**config.mk**
```make
export PLATFORM = sky130hd
export DESIGN_NAME = vram_io_window
export DESIGN_NICKNAME = d
export VERILOG_FILES = /design/src/rtl/vw_pkg.sv /design/src/rtl/vw_decode.sv /design/src/rtl/vw_mode_reg.sv /design/src/rtl/vw_vram_port.sv /design/src/rtl/vw_periph_port.sv /design/src/rtl/vram_io_window.sv
export SDC_FILE = /design/constraint.sdc
export NUM_CORES = 1
export LEC_CHECK = 0
export CAP_MARGIN = 15
export CORE_ASPECT_RATIO = 1.75
export CORE_MARGIN = 2
export CORE_UTILIZATION = 35
export DETAILED_ROUTE_END_ITERATION = 16
export HOLD_SLACK_MARGIN = 0.12
export PLACE_DENSITY_LB_ADDON = 0.05
export SLEW_MARGIN = 20
export SYNTH_ARGS = -nofsm -noshare
export SYNTH_HDL_FRONTEND = slang
export SYNTH_SLANG_ARGS = --single-unit
```
**constraint.sdc**
```tcl
create_clock -name clk -period 2.8 [get_ports clk]
set_input_delay 0.42 -clock clk [delete_from_list [all_inputs] [get_ports clk]]
set_output_delay 0.42 -clock clk [all_outputs]
set_load 0.05 [all_outputs]
```
**src/rtl/vw_pkg.sv**
```systemverilog
package vw_pkg;
  localparam int unsigned VW_ADDR_W   = 16;
  localparam int unsigned VW_DATA_W   = 8;
  localparam int unsigned VW_PORT_W   = 8;
  localparam int unsigned VW_WIN_W    = 15;
  localparam int unsigned VW_MEM_SIZE = 20480;

  typedef enum logic [1:0] {
    ACC_NONE   = 2'd0,
    ACC_VRAM   = 2'd1,
    ACC_PERIPH = 2'd2,
    ACC_DROP   = 2'd3
  } acc_kind_e;
endpackage

```
**src/rtl/vw_decode.sv**
```systemverilog
module vw_decode
  import vw_pkg::*;
#(
  parameter int unsigned ADDR_W   = VW_ADDR_W,
  parameter int unsigned PORT_W   = VW_PORT_W,
  parameter int unsigned WIN_W    = VW_WIN_W,
  parameter int unsigned MEM_SIZE = VW_MEM_SIZE,
  parameter logic [PORT_W-1:0] EN_PORT  = 8'hC8,
  parameter logic [ADDR_W-1:0] DIS_ADDR = 16'h7FFF
) (
  input  logic [ADDR_W-1:0] io_addr,
  input  logic              io_rd,
  input  logic              io_wr,
  input  logic              bank_on,
  output logic              set_req,
  output logic              clr_req,
  output acc_kind_e         kind
);
  localparam logic [WIN_W:0] LIMIT = (WIN_W + 1)'(MEM_SIZE);

  logic in_range;

  always_comb begin
    in_range = {1'b0, io_addr[WIN_W-1:0]} < LIMIT;
    set_req  = io_wr && !bank_on && (io_addr[PORT_W-1:0] == EN_PORT);
    clr_req  = io_rd && bank_on && (io_addr == DIS_ADDR);
    kind     = ACC_NONE;
    if (io_wr) begin
      if (bank_on)       kind = in_range ? ACC_VRAM : ACC_DROP;
      else if (!set_req) kind = ACC_PERIPH;
    end
  end
endmodule

```
**src/rtl/vw_mode_reg.sv**
```systemverilog
module vw_mode_reg (
  input  logic clk,
  input  logic rst_n,
  input  logic set_req,
  input  logic clr_req,
  output logic bank_on
);
  logic flag_q, flag_d, flag_en;

  always_comb begin
    flag_en = set_req || clr_req;
    flag_d  = set_req;
  end

  always_ff @(posedge clk or negedge rst_n) begin
    if (!rst_n)       flag_q <= 1'b0;
    else if (flag_en) flag_q <= flag_d;
  end

  assign bank_on = flag_q;

  p_set_on_enable_r2: assert property (@(posedge clk) disable iff (!rst_n)
    (set_req && !flag_q) |=> flag_q);
  p_clear_on_disable_r5: assert property (@(posedge clk) disable iff (!rst_n)
    clr_req |=> !flag_q);
  p_hold_idle_r6: assert property (@(posedge clk) disable iff (!rst_n)
    (!set_req && !clr_req) |=> $stable(flag_q));
endmodule

```
**src/rtl/vw_vram_port.sv**
```systemverilog
module vw_vram_port
  import vw_pkg::*;
#(
  parameter int unsigned WIN_W    = VW_WIN_W,
  parameter int unsigned DATA_W   = VW_DATA_W,
  parameter int unsigned MEM_SIZE = VW_MEM_SIZE
) (
  input  logic              clk,
  input  logic              rst_n,
  input  acc_kind_e         kind,
  input  logic              bank_on,
  input  logic [WIN_W-1:0]  win_addr,
  input  logic [DATA_W-1:0] wdata,
  output logic              vram_we,
  output logic [WIN_W-1:0]  vram_addr,
  output logic [DATA_W-1:0] vram_wdata,
  output logic              vram_ovf
);
  localparam logic [WIN_W:0] LIMIT = (WIN_W + 1)'(MEM_SIZE);

  logic              we_q, we_d;
  logic              ovf_q, ovf_d;
  logic              bus_en;
  logic [WIN_W-1:0]  addr_q;
  logic [DATA_W-1:0] data_q;

  always_comb begin
    we_d   = (kind == ACC_VRAM);
    bus_en = we_d;
    ovf_d  = ovf_q || (kind == ACC_DROP);
  end

  always_ff @(posedge clk or negedge rst_n) begin
    if (!rst_n) begin
      we_q  <= 1'b0;
      ovf_q <= 1'b0;
    end else begin
      we_q  <= we_d;
      ovf_q <= ovf_d;
    end
  end

  always_ff @(posedge clk or negedge rst_n) begin
    if (!rst_n) begin
      addr_q <= '0;
      data_q <= '0;
    end else if (bus_en) begin
      addr_q <= win_addr;
      data_q <= wdata;
    end
  end

  assign vram_we    = we_q;
  assign vram_addr  = addr_q;
  assign vram_wdata = data_q;
  assign vram_ovf   = ovf_q;

  p_vram_only_banked_r3: assert property (@(posedge clk) disable iff (!rst_n)
    !bank_on |=> !we_q);
  p_vram_in_range_r7: assert property (@(posedge clk) disable iff (!rst_n)
    we_q |-> ({1'b0, addr_q} < LIMIT));
  p_ovf_sticky_r7: assert property (@(posedge clk) disable iff (!rst_n)
    ovf_q |=> ovf_q);
endmodule

```
**src/rtl/vw_periph_port.sv**
```systemverilog
module vw_periph_port
  import vw_pkg::*;
#(
  parameter int unsigned PORT_W = VW_PORT_W,
  parameter int unsigned DATA_W = VW_DATA_W
) (
  input  logic              clk,
  input  logic              rst_n,
  input  acc_kind_e         kind,
  input  logic              bank_on,
  input  logic [PORT_W-1:0] port,
  input  logic [DATA_W-1:0] wdata,
  output logic              periph_we,
  output logic [PORT_W-1:0] periph_port,
  output logic [DATA_W-1:0] periph_wdata
);
  logic              we_q, we_d;
  logic [PORT_W-1:0] port_q;
  logic [DATA_W-1:0] data_q;

  always_comb we_d = (kind == ACC_PERIPH);

  always_ff @(posedge clk or negedge rst_n) begin
    if (!rst_n) we_q <= 1'b0;
    else        we_q <= we_d;
  end

  always_ff @(posedge clk or negedge rst_n) begin
    if (!rst_n) begin
      port_q <= '0;
      data_q <= '0;
    end else if (we_d) begin
      port_q <= port;
      data_q <= wdata;
    end
  end

  assign periph_we    = we_q;
  assign periph_port  = port_q;
  assign periph_wdata = data_q;

  p_no_periph_banked_r8: assert property (@(posedge clk) disable iff (!rst_n)
    bank_on |=> !we_q);
endmodule

```
**src/rtl/vram_io_window.sv**
```systemverilog
module vram_io_window
  import vw_pkg::*;
#(
  parameter int unsigned ADDR_W   = VW_ADDR_W,
  parameter int unsigned DATA_W   = VW_DATA_W,
  parameter int unsigned PORT_W   = VW_PORT_W,
  parameter int unsigned WIN_W    = VW_WIN_W,
  parameter int unsigned MEM_SIZE = VW_MEM_SIZE
) (
  input  logic              clk,
  input  logic              rst_n,
  input  logic [ADDR_W-1:0] io_addr,
  input  logic [DATA_W-1:0] io_wdata,
  input  logic              io_rd,
  input  logic              io_wr,
  output logic              vram_we,
  output logic [WIN_W-1:0]  vram_addr,
  output logic [DATA_W-1:0] vram_wdata,
  output logic              periph_we,
  output logic [PORT_W-1:0] periph_port,
  output logic [DATA_W-1:0] periph_wdata,
  output logic              bank_on,
  output logic              vram_ovf
);
  logic      rst_meta, rst_sync;
  logic      set_req, clr_req;
  acc_kind_e kind;

  always_ff @(posedge clk or negedge rst_n) begin
    if (!rst_n) begin
      rst_meta <= 1'b0;
      rst_sync <= 1'b0;
    end else begin
      rst_meta <= 1'b1;
      rst_sync <= rst_meta;
    end
  end

  vw_decode #(
    .ADDR_W(ADDR_W), .PORT_W(PORT_W), .WIN_W(WIN_W), .MEM_SIZE(MEM_SIZE)
  ) u_dec (
    .io_addr(io_addr), .io_rd(io_rd), .io_wr(io_wr), .bank_on(bank_on),
    .set_req(set_req), .clr_req(clr_req), .kind(kind)
  );

  vw_mode_reg u_mode (
    .clk(clk), .rst_n(rst_sync), .set_req(set_req), .clr_req(clr_req),
    .bank_on(bank_on)
  );

  vw_vram_port #(
    .WIN_W(WIN_W), .DATA_W(DATA_W), .MEM_SIZE(MEM_SIZE)
  ) u_vram (
    .clk(clk), .rst_n(rst_sync), .kind(kind), .bank_on(bank_on),
    .win_addr(io_addr[WIN_W-1:0]), .wdata(io_wdata),
    .vram_we(vram_we), .vram_addr(vram_addr), .vram_wdata(vram_wdata),
    .vram_ovf(vram_ovf)
  );

  vw_periph_port #(
    .PORT_W(PORT_W), .DATA_W(DATA_W)
  ) u_per (
    .clk(clk), .rst_n(rst_sync), .kind(kind), .bank_on(bank_on),
    .port(io_addr[PORT_W-1:0]), .wdata(io_wdata),
    .periph_we(periph_we), .periph_port(periph_port), .periph_wdata(periph_wdata)
  );

  p_excl_strobes_r9: assert property (@(posedge clk) disable iff (!rst_sync)
    !(vram_we && periph_we));
  p_read_no_strobe_r9: assert property (@(posedge clk) disable iff (!rst_sync)
    (io_rd && !io_wr) |=> (!vram_we && !periph_we));
endmodule

```
==> impl_results.md <==
* Int Pwr at ~1.3 mW
* Post-route ant nets at 0
* Yosys reg bits at 45
* Die W at 57.7 um
* GRT Residual Overflow at 0
* Syn Area/Cell at 16.3 um^2
* Reg power frac at 0.390
* First-pass GRT wire length at about 6400 um
* Clk pwr share at 0.167
* Clock tree buffer depth at 2
* Antenna violations before repair at 0
* # hold bufs at CTS at 0
* Met2 wire length at 2110 um
* Max VDD drop at 529 uV
* Slew @ Worst Pin at 0.928 ns
* Final Critical Period at approximately 2.2 ns
* Overall power at 2.23 mW
* CP Class: in -> reg
* Post-synthesis sequential area ratio at 0.639
* Nets@finish at 214
* Row count at 34
* Final Hold Vio Count at 0
* Total GRT Usage at 0.148
* Clk sink count at 45
* Wirelength, routed at 3910 um
* CTS tree: done
* Largest net degree at the start of global routing at between 40 and 50
* Switching part of the total at 0.399
* Max-cap viol count at 0
* Top Layer Used: met4
* Antenna Cells at 0
* Setup TNS at 0 ns
* Die ar. at between 5000 and 6000 um^2
* Area contributors post-synth: dfrtp_1 64%, mux2_2 19%, mux2_4 7.7%
* Clk_skew at approximately 0.0036 ns
* Post_cts resized at 0
* P_sw at 0.891 mW
* Layout cells sized above 1 at 0.273
* Vias in the first global route at between 1000 and 1500
* Iter 0 DRT Violations at 25
* Vias per std cell at a little under 5
* Root Buffer: clkbuf_8
* Syn-to-layout area delta at 48.3%
* Placer Congestion at ~0.70
* Synth cell types at 20
* Synth Instances at roughly 110
* Core Area at between 4000 and 5000 um^2
* Crit Path Max Fanout at 12
* Yosys warns at 0
* Filler cells at 430
* Netlist Area Pre-Place at 1760 um^2
* CP endpoint kind: register
* Period utilisation layout at 0.800
* CP required at 2.98 ns
* H-tree depth at 2
* Rel. slew slack at 0.382
* Dpl ws at 0.254 ns
* Synth Net Count at between 100 and 150
* CP arrival at 2.42 ns
* I/O Buffers at 70
* Dpl hpwl at 3010 um
* Boundary Pins at 71
* Status: completed
* Latest clock arrival within the worst-skew pair at between 0.2 and 0.3 ns
* Sequential cell area at 1130 um^2
* Finish-stage setup viols at 0
* Cell Pwr Density at 853 nW/um^2
* Max Freq at roughly 450 MHz
* Area share of the largest cell type after synthesis at 0.639
* Setup WS post-layout at 0.560 ns
* Worst reg-to-reg path cell count at 4
* WL per Instance at ~16 um
* Max-slew violations at 0
* Pre-antenna DRT Iters at 4
* Hold crit path type: in -> async
* Worst Setup Start Kind: input port
* Via count at 1194
* Area occupied by multi-input gates at ~600 um^2
* Unrepaired setup endpoints after global routing: false
* Initial Util at 0.360
* Worst-path clk slew at 0.07 ns
* # DRC at 0
* Hold WS at 0.283 ns
* CTS Buf Count at 5
* Pleak at 1.15 nW
* Area leader, netlist: dfrtp_1
* Comb power frac at 0.444
* Post-CTS setup repair buffer count at 0
* Height of the die at 97.9 um
* Met3 wire len at 270 um
* DRT met1 WL at roughly 1500 um
[sequential cells by signal, indices dropped and copies added, names as in the netlist]
signal,cells
rst_meta,1
u_per.periph_port,8
u_mode.bank_on,1
u_vram.vram_we,1
rst_sync,1
u_per.periph_we,1
u_vram.vram_wdata,8
u_per.periph_wdata,8
u_vram.vram_ovf,1
u_vram.vram_addr,15
[final cells by class]
class / count / share of cell area
Sequential cell: 45 / 0.431
Timing Repair Buffer: 74 / 0.279
Multi-Input combinational cell: 57 / 0.229
Clock buffer: 8 / 0.0306
Tap cell: 54 / 0.0258
Inverter: 3 / 0.00431
[through the flow]
step / cells / utilization / cell area, um^2
6_report: 241 / 0.535 / 2620
3_3_place_gp: 233 / 0.518 / 2530
2_1_floorplan: 108 / - / 1760
4_1_cts: 241 / 0.535 / 2620
3_5_place_dp: 233 / 0.518 / 2530
5_1_grt: 241 / 0.535 / 2620
[synthesized netlist by cell type]
cell type,number
a22o_1,1
a2bb2oi_1,1
and2b_2,1
buf_12,1
clkbuf_1,2
conb_1,1
dfrtp_1,45
inv_1,3
mux2_2,29
mux2_4,9
nand2_1,1
nand2b_1,1
nand3_1,2
nand4_1,3
nor2_1,1
nor4_1,2
o2111ai_1,1
o21ai_0,2
o31ai_4,1
or4_4,1
[power by group through the flow]
stage	registers, mW	clock network, mW	logic [mW]
after floorplan	1.35	0	0.155
after global placement	0.877	0	0.988
after detailed placement	0.885	0	0.998
after CTS	0.873	0.391	1.00
after global routing	0.892	0.419	1.02
final	0.869	0.372	0.990
[path summary, 6_finish.rpt]
path,startpoint,endpoint,slack (ns)
setup / recovery,io_addr[4],u_per.periph_port[7]$_DFFE_PN0N_,0.56
hold / removal,rst_n,rst_meta$_DFF_PN0_,0.28
setup reg to reg,u_mode.bank_on$_DFFE_PN0P_,u_per.periph_port[7]$_DFFE_PN0N_,1.26
hold reg to reg,rst_meta$_DFF_PN0_,rst_sync$_DFF_PN0_,0.36
max in group asynchronous,rst_sync$_DFF_PN0_,u_per.periph_port[2]$_DFFE_PN0N_,1.81
min in group clk,rst_meta$_DFF_PN0_,rst_sync$_DFF_PN0_,0.36
[cells in the final DEF (no fill, tap or decap), types with 2 or more instances in the layout]
cell type,count
buf_4,4
nand3_1,2
nand4_1,3
inv_1,3
mux2_4,9
clkbuf_1,3
dfrtp_1,44
clkbuf_8,5
nor4_1,2
o21ai_0,2
clkdlybuf4s50_1,70
mux2_2,29
[cell families after synthesis]
group | share of synthesized area
DFF | 0.639
muxes | 0.262
and+or+nand+nor | 0.0426
AOI/OAI and AO/OA | 0.0326
buffers and inverters | 0.0220
other | 0.00213
[worst max-delay path: stages]
cell	delay, ns
clkdlybuf4s50_1	0.50
or4_4	0.60
o31ai_4	0.25
buf_4	0.28
mux2_2	0.36
[metal layers]
layer / up-vias / track usage
met5: - / 0
met4: 0 / 0.0590
met3: 6 / 0.0411
met2: 51 / 0.259
met1: 600 / 0.164
li1: 537 / -
Power figures use the tool's default switching activity.
